**src/rtl/dlg_pkg.sv**
```systemverilog
package dlg_pkg;
  localparam int unsigned N_RULE = 6;

  // flag bit positions, visible at the top-level port
  localparam int unsigned RULE_ADDR_SU = 0;
  localparam int unsigned RULE_EN_SU   = 1;
  localparam int unsigned RULE_ADDR_EN = 2;
  localparam int unsigned RULE_RETUNE  = 3;
  localparam int unsigned RULE_QUIET   = 4;
  localparam int unsigned RULE_WIDTH   = 5;

  // watched event streams feeding the age counters
  localparam int unsigned EV_SEL  = 0;
  localparam int unsigned EV_ENA  = 1;
  localparam int unsigned EV_OUT  = 2;
  localparam int unsigned EV_IN   = 3;
  localparam int unsigned N_EV    = 4;

  typedef logic [N_RULE-1:0] rule_vec_t;
endpackage

```
**src/rtl/dlg_since.sv**
```systemverilog
// Saturating count of samples since the last event; saturated means "no event seen".
module dlg_since #(
  parameter int CW = 8
) (
  input  logic          clk,
  input  logic          rst_n,
  input  logic          evt,
  output logic [CW-1:0] age
);
  localparam logic [CW-1:0] SAT = '1;

  logic [CW-1:0] cnt;

  always_ff @(posedge clk) begin
    if (!rst_n)          cnt <= SAT;
    else if (evt)        cnt <= CW'(1);
    else if (cnt != SAT) cnt <= cnt + CW'(1);
  end

  assign age = cnt;

  // an event restarts the count at one sample
  assert_restart_R7: assert property (@(posedge clk) disable iff (!rst_n)
    evt |=> age == CW'(1));
endmodule

```
**src/rtl/dlg_wait_guard.sv**
```systemverilog
// Retune wait and post-disable quiet window, plus the spurious-output window.
module dlg_wait_guard #(
  parameter int AW        = 3,
  parameter int CW        = 8,
  parameter int INC_TICKS = 2
) (
  input  logic          clk,
  input  logic          rst_n,
  input  logic          sel_chg,
  input  logic [AW-1:0] sel_now,
  input  logic [AW-1:0] sel_old,
  input  logic [CW-1:0] out_dist,
  input  logic          dis_rise,
  input  logic          dis_now,
  input  logic          in_now,
  output logic          retune_hit,
  output logic          quiet_hit,
  output logic          spur_open
);
  logic [CW-1:0] need;
  logic [CW-1:0] gap;
  logic [CW-1:0] left_q, left_dec, left_d;
  logic [CW-1:0] hold_need;
  logic [CW-1:0] hold_q, hold_d;
  logic          pend_q, pend_d;

  // retune: wait only when the step count rises
  always_comb begin
    need = '0;
    if (sel_now > sel_old) need = CW'(sel_now - sel_old) * CW'(INC_TICKS);
  end

  assign retune_hit = sel_chg && (out_dist < need);
  assign gap        = need - out_dist;
  assign left_dec   = (left_q == '0) ? '0 : left_q - CW'(1);

  always_comb begin
    left_d = left_dec;
    if (retune_hit && (gap > left_dec)) left_d = gap;
  end

  // quiet window after a disable
  assign hold_need = CW'(sel_now) * CW'(INC_TICKS);

  always_comb begin
    quiet_hit = 1'b0;
    hold_d    = '0;
    if (dis_rise) begin
      quiet_hit = (hold_need != '0) && in_now;
      hold_d    = (hold_need == '0) ? '0 : hold_need - CW'(1);
    end else if (hold_q != '0) begin
      quiet_hit = !dis_now || in_now;
      hold_d    = hold_q - CW'(1);
    end
  end

  assign pend_d = (quiet_hit || pend_q) && (hold_d != '0);

  always_ff @(posedge clk) begin
    if (!rst_n) begin
      left_q <= '0;
      hold_q <= '0;
      pend_q <= 1'b0;
    end else begin
      left_q <= left_d;
      hold_q <= hold_d;
      pend_q <= pend_d;
    end
  end

  assign spur_open = (left_q != '0) || pend_q;

  // the window opens only because of a violation
  assert_spur_cause_R8: assert property (@(posedge clk) disable iff (!rst_n)
    (!spur_open && !retune_hit && !quiet_hit) |=> !spur_open);

  // lowering or keeping the select never needs a wait
  assert_lower_free_R4: assert property (@(posedge clk) disable iff (!rst_n)
    (sel_now <= sel_old) |-> !retune_hit);
endmodule

```
**src/rtl/dly_guard_mon.sv**
```systemverilog
module dly_guard_mon
  import dlg_pkg::*;
#(
  parameter int AW         = 3,
  parameter int INC_TICKS  = 2,
  parameter int AIS_TICKS  = 3,
  parameter int ENIS_TICKS = 3,
  parameter int AENS_TICKS = 1,
  parameter int PW_PCT     = 100,
  parameter int CW         = 8
) (
  input  logic          clk,
  input  logic          rst_n,
  input  logic [AW-1:0] dl_sel,
  input  logic          dl_dis,
  input  logic          dl_in,
  input  logic          dl_out,
  output logic [5:0]    viol_flags,
  output logic          spur_open
);
  localparam int TOTAL_TICKS = ((1 << AW) - 1) * INC_TICKS;
  localparam int PW_MIN      = (TOTAL_TICKS * PW_PCT + 99) / 100;

  logic          primed;
  logic [AW-1:0] sel_q;
  logic          dis_q, in_q, out_q;
  logic          sel_chg, dis_chg, dis_rise, dis_fall, in_edge, out_edge;
  logic [N_EV-1:0] ev;
  logic [CW-1:0] age [N_EV];
  logic [CW-1:0] sel_dist, ena_dist, out_dist;
  logic          retune_hit, quiet_hit;
  rule_vec_t     hit, flags_q;

  // reference registers; the first sample after reset only primes them
  always_ff @(posedge clk) begin
    if (!rst_n) begin
      primed <= 1'b0;
      sel_q  <= '0;
      dis_q  <= 1'b0;
      in_q   <= 1'b0;
      out_q  <= 1'b0;
    end else begin
      primed <= 1'b1;
      sel_q  <= dl_sel;
      dis_q  <= dl_dis;
      in_q   <= dl_in;
      out_q  <= dl_out;
    end
  end

  assign sel_chg  = primed && (dl_sel != sel_q);
  assign dis_chg  = primed && (dl_dis != dis_q);
  assign dis_rise = dis_chg && dl_dis;
  assign dis_fall = dis_chg && !dl_dis;
  assign in_edge  = primed && (dl_in != in_q);
  assign out_edge = primed && (dl_out != out_q);

  assign ev[EV_SEL] = sel_chg;
  assign ev[EV_ENA] = dis_fall;
  assign ev[EV_OUT] = out_edge;
  assign ev[EV_IN]  = in_edge;

  for (genvar g = 0; g < N_EV; g++) begin : g_since
    dlg_since #(.CW(CW)) u_since (
      .clk  (clk),
      .rst_n(rst_n),
      .evt  (ev[g]),
      .age  (age[g])
    );
  end

  // distance from the latest event, zero when it happens in this sample
  assign sel_dist = sel_chg  ? '0 : age[EV_SEL];
  assign ena_dist = dis_fall ? '0 : age[EV_ENA];
  assign out_dist = out_edge ? '0 : age[EV_OUT];

  dlg_wait_guard #(.AW(AW), .CW(CW), .INC_TICKS(INC_TICKS)) u_wait (
    .clk       (clk),
    .rst_n     (rst_n),
    .sel_chg   (sel_chg),
    .sel_now   (dl_sel),
    .sel_old   (sel_q),
    .out_dist  (out_dist),
    .dis_rise  (dis_rise),
    .dis_now   (dl_dis),
    .in_now    (dl_in),
    .retune_hit(retune_hit),
    .quiet_hit (quiet_hit),
    .spur_open (spur_open)
  );

  always_comb begin
    hit               = '0;
    hit[RULE_ADDR_SU] = in_edge && (sel_dist < CW'(AIS_TICKS));
    hit[RULE_EN_SU]   = in_edge && (ena_dist < CW'(ENIS_TICKS));
    hit[RULE_ADDR_EN] = dis_chg && (sel_dist < CW'(AENS_TICKS));
    hit[RULE_RETUNE]  = retune_hit;
    hit[RULE_QUIET]   = quiet_hit;
    hit[RULE_WIDTH]   = in_edge && (age[EV_IN] < CW'(PW_MIN));
  end

  always_ff @(posedge clk) begin
    if (!rst_n) flags_q <= '0;
    else        flags_q <= flags_q | hit;
  end

  assign viol_flags = flags_q;

  assert_sticky_R7: assert property (@(posedge clk) disable iff (!rst_n)
    (viol_flags & $past(viol_flags)) == $past(viol_flags));

  assert_sel_setup_R1: assert property (@(posedge clk) disable iff (!rst_n)
    (in_edge && sel_chg && (AIS_TICKS > 0)) |=> viol_flags[RULE_ADDR_SU]);

  assert_sel_before_dis_R3: assert property (@(posedge clk) disable iff (!rst_n)
    (dis_chg && sel_chg && (AENS_TICKS > 0)) |=> viol_flags[RULE_ADDR_EN]);

  assert_lower_flag_R4: assert property (@(posedge clk) disable iff (!rst_n)
    (sel_chg && (dl_sel < sel_q) && !viol_flags[RULE_RETUNE] && !out_edge)
      |=> !viol_flags[RULE_RETUNE]);

  assert_width_R6: assert property (@(posedge clk) disable iff (!rst_n)
    (in_edge && $past(in_edge) && (PW_MIN > 1)) |=> viol_flags[RULE_WIDTH]);
endmodule

```
**config.mk**
```make
export PLATFORM = sky130hd
export DESIGN_NAME = dly_guard_mon
export DESIGN_NICKNAME = d
export VERILOG_FILES = /design/src/rtl/dlg_pkg.sv /design/src/rtl/dlg_since.sv /design/src/rtl/dlg_wait_guard.sv /design/src/rtl/dly_guard_mon.sv
export SDC_FILE = /design/constraint.sdc
export NUM_CORES = 1
export LEC_CHECK = 0
export ABC_AREA = 1
export BUFFER_PORTS_ARGS = -buffer_cell sky130_fd_sc_hd__buf_2
export CORE_MARGIN = 5
export CORE_UTILIZATION = 60
export CTS_CLUSTER_SIZE = 16
export DETAILED_ROUTE_END_ITERATION = 8
export PLACE_DENSITY = 0.8
export SLEW_MARGIN = 30
export SYNTH_ARGS = -nofsm -noshare
export SYNTH_HDL_FRONTEND = slang
export SYNTH_SLANG_ARGS = --single-unit
```
**constraint.sdc**
```tcl
create_clock -name clk -period 5.7 [get_ports clk]
set_input_delay 1.71 -clock clk [delete_from_list [all_inputs] [get_ports clk]]
set_output_delay 1.71 -clock clk [all_outputs]
set_load 0.02 [all_outputs]
```
==> results of run 1 <==
==> stage by stage <==
| step | instance area, µm² | utilization |
|---|---|---|
| finish | 4214 | 0.6675 |
| global route | 4214 | 0.6675 |
| CTS | 4209 | 0.6667 |
| detailed placement | 4003 | 0.6340 |
| global placement | 4001 | 0.6338 |
| floorplan | 3871 | - |
==> layout make-up <==
type,count,share of cell area
flip-flops and latches,62,0.2945
clock inverters,6,0.01633
well taps,77,0.02286
multi-input cells,402,0.5392
repair buffers,14,0.01663
clock buffers,10,0.03266
inverters,86,0.07779
==> synthesized netlist by cell type, types with 6 or more instances <==
master                     count  area, µm²
sky130_fd_sc_hd__ha_1         27      337.8
sky130_fd_sc_hd__nand4_1      12      75.07
sky130_fd_sc_hd__dfxtp_1      62       1241
sky130_fd_sc_hd__a21oi_1      24      120.1
sky130_fd_sc_hd__nand3_1      41      205.2
sky130_fd_sc_hd__o21ai_0      27      135.1
sky130_fd_sc_hd__nor2_1       61      229.0
sky130_fd_sc_hd__inv_1        79      296.5
sky130_fd_sc_hd__o211ai_1      9      67.56
sky130_fd_sc_hd__o21ai_1       8      40.04
sky130_fd_sc_hd__nand2_2       6      37.54
sky130_fd_sc_hd__nand2_1     128      480.5
==> cell families after synthesis <==
group                    after synthesis
buffers and inverters                 93
AND/OR/NAND/NOR                      274
AO/OA/AOI/OAI                         88
XOR/XNOR                              10
adder cells (fa/ha/maj)               30
flip-flops                            62
==> metal layers <==
| layer | global-route usage | vias up | part of all wire |
|---|---|---|---|
| met5 | 0 | - | 0 |
| met2 | 0.3573 | 73 | 0.47 |
| li1 | - | 1859 | - |
| met4 | 0.06079 | 0 | 0.011 |
| met3 | 0.05083 | 14 | 0.044 |
| met1 | 0.2495 | 1576 | 0.47 |
==> how the worst max path moves through the flow <==
stage                                   to  slack [ns]  depth (start not counted)
2_1_floorplan  u_wait.left_q[6]$_SDFF_PN0_        0.50                         24
5_1_grt        u_wait.left_q[6]$_SDFF_PN0_        0.21                         25
3_3_place_gp   u_wait.left_q[6]$_SDFF_PN0_       -0.02                         25
6_report       u_wait.left_q[3]$_SDFF_PN0_        0.55                         25
3_5_place_dp   u_wait.left_q[6]$_SDFF_PN0_      -0.002                         25
4_1_cts        u_wait.left_q[6]$_SDFF_PN0_        0.33                         25
==> power groups by stage <==
| stage | combinational [µW] | clock (µW) | sequential [µW] |
|---|---|---|---|
| after floorplan | 869 | 0 | 626 |
| after global placement | 1030 | 0 | 637 |
| after detailed placement | 1060 | 0 | 640 |
| after CTS | 1070 | 406 | 630 |
| after global routing | 1240 | 433 | 648 |
| final | 1070 | 401 | 632 |
==> critical path, cell delays in order <==
cell and delay, ns:
sky130_fd_sc_hd__buf_2 0.12, sky130_fd_sc_hd__inv_1 0.07, sky130_fd_sc_hd__ha_1 0.16, sky130_fd_sc_hd__inv_1 0.05, sky130_fd_sc_hd__fa_1 0.37, sky130_fd_sc_hd__fa_1 0.49, sky130_fd_sc_hd__inv_1 0.04, sky130_fd_sc_hd__nor2_1 0.11
sky130_fd_sc_hd__ha_1 0.30, sky130_fd_sc_hd__a21oi_1 0.28, sky130_fd_sc_hd__nand2_4 0.09, sky130_fd_sc_hd__nand2_1 0.06, sky130_fd_sc_hd__nand3_1 0.07, sky130_fd_sc_hd__xor2_1 0.22, sky130_fd_sc_hd__inv_1 0.07, sky130_fd_sc_hd__ha_1 0.28
sky130_fd_sc_hd__nand2_1 0.06, sky130_fd_sc_hd__nor2_1 0.14, sky130_fd_sc_hd__nand2_1 0.07, sky130_fd_sc_hd__nand2_1 0.12, sky130_fd_sc_hd__nand2_1 0.11, sky130_fd_sc_hd__nor2_4 0.18, sky130_fd_sc_hd__nand2_1 0.08, sky130_fd_sc_hd__nand2_1 0.06
sky130_fd_sc_hd__nor2_1 0.04
==> registers in the layout, indices dropped and copies added, names as in the netlist <==
register             cells
u_wait.hold_q            8
dis_q                    1
out_q                    1
u_wait.pend_q            1
in_q                     1
primed                   1
sel_q                    3
g_since.u_since.age     32
u_wait.left_q            8
viol_flags               6
==> run metrics, run 1 <==
outcome=complete, no violations; instance count of the mapped netlist=557; Worst Path Arrival=5.38 ns; fillers=540; number of buffers between clock root and the deepest sink=2; aggregate negative setup slack=0 ns; clock network latency to the later pin of the worst-skew pair=0.35 ns; setup repair after global routing missed its margin=false; warnings from Yosys=0; number of remaining DRC errors=0; number of port buffers=14; endpoints failing setup=0; FP Rows=29; sw frac=0.4462; worst-case hold path end point=viol_flags[4]$_SDFF_PN0_; pin count of the biggest net entering global routing=47; combined area of all synthesized cells=3871 µm²; number of flops mapped to enable cells by yosys=0; CORE AREA=6314 µm²; power per cell area=498.7 nW/µm²; CTS root buf=sky130_fd_sc_hd__clkbuf_8; synthesized area divided by synthesized cell count=6.950 µm²; type of element capturing the critical path=register; worst r2r path cells=23; FF+latch count, synth=62; aggregate global-route resource usage=0.2054; number of search-and-repair iterations in the first detailed-routing pass=5; complex-gate fraction of the synthesized area=0.1348; fin crit period=5.146 ns; overall power of the completed layout=2101 µW; proportion of power drawn by combinational gates=0.508; biggest fanout along the worst timing path=8; Critical Setup Path Class=in -> reg; TritonCTS clock tree=done; Psw=937.7 µW; number of vias per cell=5.361; Sequential Power Share=0.301; worst slew margin relative to its limit=0.4754; relative area change from synthesis to final layout=8.856%; Static Leakage=0.002122 µW; beginning of the critical path=dl_sel[0]; combinational family with the most area after synthesis=simple AND/OR/NAND/NOR gates; antenna violations before repair=0; post-synthesis mux area share=0; ANT nets after route=0; post-route non-filler standard cell count=657; clock tree skew after final layout=0.009128 ns; post-cts gate resize count=0; total detailed-routing wirelength=7.938 mm; hold crit path type=reg -> reg; CTS clk-pin slew, worst paths=0.07 ns; Worst Setup Slack, final=0.5544 ns; commonest cells after routing, fill and taps aside=128 x sky130_fd_sc_hd__nand2_1, 79 x sky130_fd_sc_hd__inv_1, 62 x sky130_fd_sc_hd__dfxtp_1, 61 x sky130_fd_sc_hd__nor2_1, 41 x sky130_fd_sc_hd__nand3_1; worst slack on hold paths=0.4489 ns; level count of the clock H-tree=3; number of setup buffers added after CTS=0; Final Slew Violations=0; overall via count from detail_route=3522; relative contribution of the clock network to total power=0.191; area of the multi-input gates=2272 µm²; Peak supply drop=0.3105 mV; number of global-route vias before repair=3370; FF-to-FF setup slack=1.79 ns; most used flip-flop cell after synthesis=sky130_fd_sc_hd__dfxtp_1; Ant. Diodes=0; syn nets=595; number of buffers created by CTS=9; count of boundary I/O pins=15; overall die area=8159 µm²; half-perimeter wire length after placement=6.024 mm; Synth Area in Adders=0.1028; initial core utilization=0.6132; share of synthesized area occupied by flip-flops and latches=0.3206; global-route wire length before repair=14.26 mm; drt first-iter violations=150; required time at the endpoint of the critical path=5.94 ns; Register Area=1241 µm²; Clock Sinks=62; worst slew pin tran=0.7869 ns; net total in the final layout=613; Max Freq=194.3 MHz; quantity of hold-fixing buffers added after cts=0; hold_sp=viol_flags[4]$_SDFF_PN0_; drt wl/cell=12.08 µm; hold violation total from the final report=0; Post-Place Cells=641; commonest non-fill, non-tap cell in the layout=sky130_fd_sc_hd__nand2_1; simple-gate share of the synthesized area=0.3251; die extent in x=90.33 µm; Post-Place Setup Slack=-0.002359 ns; ys async rst share=0; internal power summed over all cells=1164 µW; worst flop-to-flop path endpoint=u_wait.left_q[3]$_SDFF_PN0_; synthesized-area fraction occupied by xor and xnor cells=0.02262; gpl congestion=0.9081; layout cell share with drive strength beyond 1=0.1086; Worst Setup Start Kind=primary input; maximum capacitance violations=0; distinct cell type count after synthesis=44; reg2reg start=sel_q[0]$_SDFF_PN0_; worst hold stages=2; final clock period utilization by the worst path=0.9027; Overflow after GRT=0; chip height=90.33 µm
No activity file was read; power rests on OpenSTA's default activity.
==> run 2: changes to the inputs <==
--- a/config.mk
+++ b/config.mk
@@ -5,12 +5,12 @@
 export SDC_FILE = /design/constraint.sdc
 export NUM_CORES = 1
 export LEC_CHECK = 0
-export ABC_AREA = 1
 export BUFFER_PORTS_ARGS = -buffer_cell sky130_fd_sc_hd__buf_2
 export CORE_MARGIN = 5
 export CORE_UTILIZATION = 60
 export CTS_CLUSTER_SIZE = 16
 export DETAILED_ROUTE_END_ITERATION = 8
+export GPL_TIMING_DRIVEN = 0
 export PLACE_DENSITY = 0.8
 export SLEW_MARGIN = 30
 export SYNTH_ARGS = -nofsm -noshare
==> run metrics, run 2 <==
outcome=complete, no violations; Worst Setup Start Kind=primary input; Post-Place Cells=546; Ant. Diodes=0; endpoints failing setup=0; warnings from Yosys=0; required time at the endpoint of the critical path=5.99 ns; number of remaining DRC errors=0; distinct cell type count after synthesis=68; Critical Setup Path Class=in -> reg; Peak supply drop=0.4191 mV; setup repair after global routing missed its margin=false; Largest register FFs=32; aggregate negative setup slack=0 ns; post-route non-filler standard cell count=564; chip height=90.03 µm; Worst Path Arrival=5.79 ns; Static Leakage=0.001897 µW; total detailed-routing wirelength=8.721 mm; number of buffers between clock root and the deepest sink=2; number of flops mapped to enable cells by yosys=0; drt wl/cell=15.46 µm; number of port buffers=14; combined area of all synthesized cells=3842 µm²; overall power of the completed layout=2472 µW; clock tree skew after final layout=0.008830 ns; share of synthesized area occupied by flip-flops and latches=0.3230; ANT nets after route=0; Max Freq=181.8 MHz; area share of the largest cell type after synthesis=0.3230; syn nets=493; type of element capturing the critical path=register; Clock Sinks=62; most repeated cell in the gate-level netlist after synthesis=sky130_fd_sc_hd__dfxtp_1; ys async rst share=0; Register Area=1241 µm²; area of the multi-input gates=2616 µm²; level count of the clock H-tree=3; top cell type by total area after synthesis=sky130_fd_sc_hd__dfxtp_1; synthesized area divided by synthesized cell count=8.445 µm²; CTS clk-pin slew, worst paths=0.07 ns; hold violation total from the final report=0; hold crit path type=reg -> reg; Final Slew Violations=0; global-route wire length before repair=14.37 mm; aggregate global-route resource usage=0.2120; antenna violations before repair=0; half-perimeter wire length after placement=6.027 mm; Post-Place Setup Slack=-0.5586 ns; net total in the final layout=521; commonest non-fill, non-tap cell in the layout=sky130_fd_sc_hd__dfxtp_1; die extent in x=90.03 µm; number of buffers created by CTS=9; fillers=499; worst slew margin relative to its limit=0.6403; pin count of the biggest net entering global routing=11; CTS root buf=sky130_fd_sc_hd__clkbuf_8; post-placement cell area=4009 µm²; most used flip-flop cell after synthesis=sky130_fd_sc_hd__dfxtp_1; final instance area=4412 µm²; Worst Setup Slack, final=0.2000 ns; maximum capacitance violations=0; TritonCTS clock tree=done; final clock period utilization by the worst path=0.9649; leading cell types by total area after synthesis=sky130_fd_sc_hd__dfxtp_1 32%, sky130_fd_sc_hd__ha_1 8.8%, sky130_fd_sc_hd__o21ai_0 4.7%; gpl congestion=0.8778; FF+latch count, synth=62; worst slew pin tran=0.5377 ns; fin crit period=5.500 ns; biggest fanout along the worst timing path=8; clock network latency to the later pin of the worst-skew pair=0.35 ns; relative area change from synthesis to final layout=14.82%; FP Rows=29; overall via count from detail_route=3425; initial core utilization=0.6121; CORE AREA=6277 µm²; number of search-and-repair iterations in the first detailed-routing pass=4; count of boundary I/O pins=15; drt first-iter violations=187; commonest cells after routing, fill and taps aside=62 x sky130_fd_sc_hd__dfxtp_1, 43 x sky130_fd_sc_hd__nor2_1, 35 x sky130_fd_sc_hd__o21ai_0, 30 x sky130_fd_sc_hd__nand2_1, 22 x sky130_fd_sc_hd__ha_1; power per cell area=560.3 nW/µm²; instance count of the mapped netlist=455; number of global-route vias before repair=3283; number of vias per cell=6.073; overall die area=8105 µm²; top cells by instance count after synthesis=62 x sky130_fd_sc_hd__dfxtp_1, 43 x sky130_fd_sc_hd__nor2_1, 36 x sky130_fd_sc_hd__o21ai_0; Overflow after GRT=0; layout cell share with drive strength beyond 1=0.1520
[run 2: cell types whose count changed after synthesis, moves of 8 or more]
cell	previous run	this run
sky130_fd_sc_hd__inv_1	79	17
sky130_fd_sc_hd__o211ai_1	9	1
sky130_fd_sc_hd__nand3_1	41	16
sky130_fd_sc_hd__xor2_1	5	15
sky130_fd_sc_hd__nor3_1	3	13
sky130_fd_sc_hd__nor2_1	61	43
sky130_fd_sc_hd__mux2i_1	0	9
sky130_fd_sc_hd__o21ai_0	27	36
sky130_fd_sc_hd__nand2b_1	0	8
sky130_fd_sc_hd__and2_1	0	10
sky130_fd_sc_hd__nand2_1	128	30
sky130_fd_sc_hd__and3_1	1	12
[run 2: report_power, final]
| group | internal (µW) | switching, µW |
|---|---|---|
| registers | 549 | 123 |
| clock network | 266 | 173 |
| logic | 629 | 731 |
| total | 1440 | 1030 |
[run 2: kinds of logic after synthesis]
logic type | count (synthesis) | synth area share
flip-flops | 62 | 0.3230
adder cells (fa/ha/maj) | 30 | 0.1035
AND/OR/NAND/NOR | 183 | 0.2517
XOR/XNOR | 25 | 0.05698
AO/OA/AOI/OAI | 112 | 0.1951
multiplexers | 12 | 0.03224
buffers and inverters | 31 | 0.03745
[run 2: layout make-up]
class / count / area share
clock inverters: 4 / 0.01588
plain buffers: 14 / 0.01815
well taps: 77 / 0.02184
flip-flops and latches: 62 / 0.2813
multi-input cells: 362 / 0.5930
clock buffers: 11 / 0.03432
repair buffers: 17 / 0.02099
inverters: 17 / 0.01446
[run 2: path summary, 6_finish.rpt]
check / start / endpoint / slack (ns) / cells past startpoint
setup reg to reg: sel_q[0]$_SDFF_PN0_ / u_wait.left_q[3]$_SDFF_PN0_ / 1.46 / 17
setup / recovery: dl_sel[0] / u_wait.left_q[3]$_SDFF_PN0_ / 0.20 / 19
hold / removal: viol_flags[4]$_SDFF_PN0_ / viol_flags[4]$_SDFF_PN0_ / 0.47 / 2
hold reg to reg: viol_flags[4]$_SDFF_PN0_ / viol_flags[4]$_SDFF_PN0_ / 0.47 / 2
[run 2: metal layers]
metal / track usage / vias to the layer above / routed length, µm
met2: 0.3482 / 61 / 4255
met4: 0.09057 / 0 / 214
met3: 0.05008 / 21 / 288
li1: - / 1705 / -
met1: 0.2646 / 1638 / 3963
met5: 0 / - / 0
[run 2: stage by stage]
step,utilization,hold slack (ns)
floorplan,-,0.4888
global placement,0.6386,0.4477
detailed placement,0.6386,0.4615
CTS,0.6775,0.4785
global route,0.7028,0.5076
finish,0.7028,0.4717
[run 2: worst max-delay path: stages]
cell and delay [ns]:
sky130_fd_sc_hd__buf_2 0.12, sky130_fd_sc_hd__inv_1 0.07, sky130_fd_sc_hd__ha_1 0.14, sky130_fd_sc_hd__inv_1 0.06, sky130_fd_sc_hd__fa_2 0.35, sky130_fd_sc_hd__fa_2 0.39
sky130_fd_sc_hd__and3b_2 0.31, sky130_fd_sc_hd__ha_4 0.34, sky130_fd_sc_hd__inv_1 0.10, sky130_fd_sc_hd__o31ai_4 0.29, sky130_fd_sc_hd__nand2b_1 0.14, sky130_fd_sc_hd__mux2i_1 0.08
sky130_fd_sc_hd__or2_1 0.27, sky130_fd_sc_hd__ha_4 0.29, sky130_fd_sc_hd__and4_4 0.21, sky130_fd_sc_hd__a21boi_4 0.19, sky130_fd_sc_hd__a22oi_2 0.14, sky130_fd_sc_hd__or4_4 0.45
sky130_fd_sc_hd__a21oi_2 0.13
[run 2: repair_timing]
action,CTS,global route
setup buffers,0,3
endpoints found under the setup margin,7,8
pin swaps,0,12
gates resized for setup,6,24
hold buffers,0,0
==> run 3: changes to the inputs <==
--- a/config.mk
+++ b/config.mk
@@ -5,6 +5,7 @@
 export SDC_FILE = /design/constraint.sdc
 export NUM_CORES = 1
 export LEC_CHECK = 0
+export ABC_AREA = 1
 export BUFFER_PORTS_ARGS = -buffer_cell sky130_fd_sc_hd__buf_2
 export CORE_MARGIN = 5
 export CORE_UTILIZATION = 60
==> run metrics, run 3 (same netlist as run 1, synthesis figures left out) <==
FP Rows=29; half-perimeter wire length after placement=6.264 mm; reg2reg start=sel_q[0]$_SDFF_PN0_; number of buffers between clock root and the deepest sink=2; beginning of the critical path=dl_sel[0]; number of global-route vias before repair=3496; pin count of the biggest net entering global routing=13; ANT nets after route=0; number of buffers created by CTS=9; aggregate global-route resource usage=0.2115; proportion of power drawn by combinational gates=0.503; Overflow after GRT=0; setup repair after global routing missed its margin=false; largest stage delay on the critical path=0.49 ns; Post-Place Setup Slack=-0.09605 ns; number of search-and-repair iterations in the first detailed-routing pass=4; level count of the clock H-tree=3; Final Slew Violations=0; Peak supply drop=0.3230 mV; gpl congestion=0.8394; CTS root buf=sky130_fd_sc_hd__clkbuf_8; Worst Path Arrival=5.35 ns; fin crit period=5.122 ns; Max Freq=195.2 MHz; antenna violations before repair=0; initial core utilization=0.6132; required time at the endpoint of the critical path=5.93 ns; TritonCTS clock tree=done; total detailed-routing wirelength=8.058 mm; net total in the final layout=620; endpoints failing setup=0; quantity of hold-fixing buffers added after cts=0; Worst Setup Slack, final=0.5775 ns; CTS clk-pin slew, worst paths=0.07 ns; hold violation total from the final report=0; worst flop-to-flop path endpoint=u_wait.left_q[6]$_SDFF_PN0_; outcome=complete, no violations; Clock Sinks=62; clock tree skew after final layout=0.009882 ns; commonest cells after routing, fill and taps aside=128 x sky130_fd_sc_hd__nand2_1, 79 x sky130_fd_sc_hd__inv_1, 62 x sky130_fd_sc_hd__dfxtp_1, 61 x sky130_fd_sc_hd__nor2_1, 41 x sky130_fd_sc_hd__nand3_1; clock network latency to the later pin of the worst-skew pair=0.34 ns; global-route wire length before repair=14.52 mm; drt wl/cell=12.14 µm; number of port buffers=14; drt first-iter violations=141; maximum capacitance violations=0; number of setup buffers added after CTS=0; die extent in x=90.33 µm; chip height=90.33 µm; overall via count from detail_route=3562; Largest register FFs=32; overall die area=8159 µm²; layout cell share with drive strength beyond 1=0.1124; fillers=561; Critical Setup Path Class=in -> reg; type of element capturing the critical path=register; commonest non-fill, non-tap cell in the layout=sky130_fd_sc_hd__nand2_1; Ant. Diodes=0; relative contribution of the clock network to total power=0.201; post-cts gate resize count=0; Static Leakage=0.002147 µW; hold crit path type=reg -> reg; relative area change from synthesis to final layout=10.12%; Worst path most repeated cell=sky130_fd_sc_hd__nand2_1; worst slack on hold paths=0.4503 ns; worst r2r path cells=23; power per cell area=501.2 nW/µm²; number of vias per cell=5.364; Psw=937.5 µW; slowest stage cell, crit path=sky130_fd_sc_hd__fa_1; Sequential Power Share=0.296; biggest fanout along the worst timing path=8; worst slew margin relative to its limit=0.5878; count of boundary I/O pins=15; final clock period utilization by the worst path=0.8987; worst slew pin tran=0.6171 ns; CORE AREA=6314 µm²; crit path to=u_wait.left_q[6]$_SDFF_PN0_; Worst Setup Start Kind=primary input; number of remaining DRC errors=0; sw frac=0.4388; FF-to-FF setup slack=1.85 ns; internal power summed over all cells=1199 µW
## run 3: cell types whose count changed in the layout (fill, tap and decap cells not counted), sizes merged, moves of 9 or more
cell and change:
and2 -11, nor2 +26, inv +66, nor3 -9, and3 -11, clkbuf -9
mux2i -9, nand3 +30, nand2 +106, xor2 -10
## run 3: per-stage QoR
step / util / setup TNS, ns / total power, µW / area, µm² / std cells
5_1_grt: 0.6752 / 0 / 2363 / 4263 / 664
3_5_place_dp: 0.6397 / -0.3376 / 1711 / 4039 / 648
6_report: 0.6752 / 0 / 2136 / 4263 / 664
3_3_place_gp: 0.6395 / -1.636 / 1652 / 4038 / 648
4_1_cts: 0.6744 / 0 / 2147 / 4258 / 664
2_1_floorplan: - / 0 / 1495 / 3871 / 557
## run 3: critical path: cells and delay by family
| family | cells | cell delay [ns] |
|---|---|---|
| simple gates | 13 | 1.23 |
| fa+ha+maj | 5 | 1.60 |
| buf+inv | 5 | 0.37 |
| compound gates | 1 | 0.27 |
| xor+xnor | 1 | 0.18 |
## run 3: power groups by stage
stage | clock network [µW] | logic (µW) | registers, µW
final | 430 | 1070 | 633
after global routing | 465 | 1250 | 651
after CTS | 438 | 1080 | 632
after detailed placement | 0 | 1070 | 641
after global placement | 0 | 1020 | 635
after floorplan | 0 | 869 | 626
## run 3: area by class of cell
| class | instances | area, µm² | share of cell area |
|---|---|---|---|
| clock buffer | 9 | 123.9 | 0.02906 |
| sequential | 62 | 1241 | 0.2912 |
| multi-input combinational | 402 | 2272 | 0.5330 |
| tap | 77 | 96.34 | 0.02260 |
| inverter | 86 | 327.8 | 0.07690 |
| clock inverter | 7 | 95.09 | 0.02231 |
| timing repair buffer | 14 | 70.07 | 0.01644 |
| buffer | 7 | 36.28 | 0.008512 |
## run 3: routing by layer
layer	vias to the layer above	global-route usage	share of wire
met5	-	0	0
met4	0	0.09677	0.023
met3	16	0.04083	0.032
met2	46	0.3622	0.49
met1	1637	0.2545	0.46
li1	1863	-	-
## run 3: worst min path at each step
stage | start | end | slack (ns) | cells past startpoint
after floorplan | g_since[3].u_since.age[0]$_SDFFE_PP1N_ | g_since[3].u_since.age[0]$_SDFFE_PP1N_ | 0.46 | 2
after global placement | viol_flags[4]$_SDFF_PN0_ | viol_flags[4]$_SDFF_PN0_ | 0.44 | 2
after detailed placement | viol_flags[4]$_SDFF_PN0_ | viol_flags[4]$_SDFF_PN0_ | 0.44 | 2
after CTS | viol_flags[4]$_SDFF_PN0_ | viol_flags[4]$_SDFF_PN0_ | 0.45 | 2
after global routing | viol_flags[4]$_SDFF_PN0_ | viol_flags[4]$_SDFF_PN0_ | 0.49 | 2
final | viol_flags[4]$_SDFF_PN0_ | viol_flags[4]$_SDFF_PN0_ | 0.45 | 2
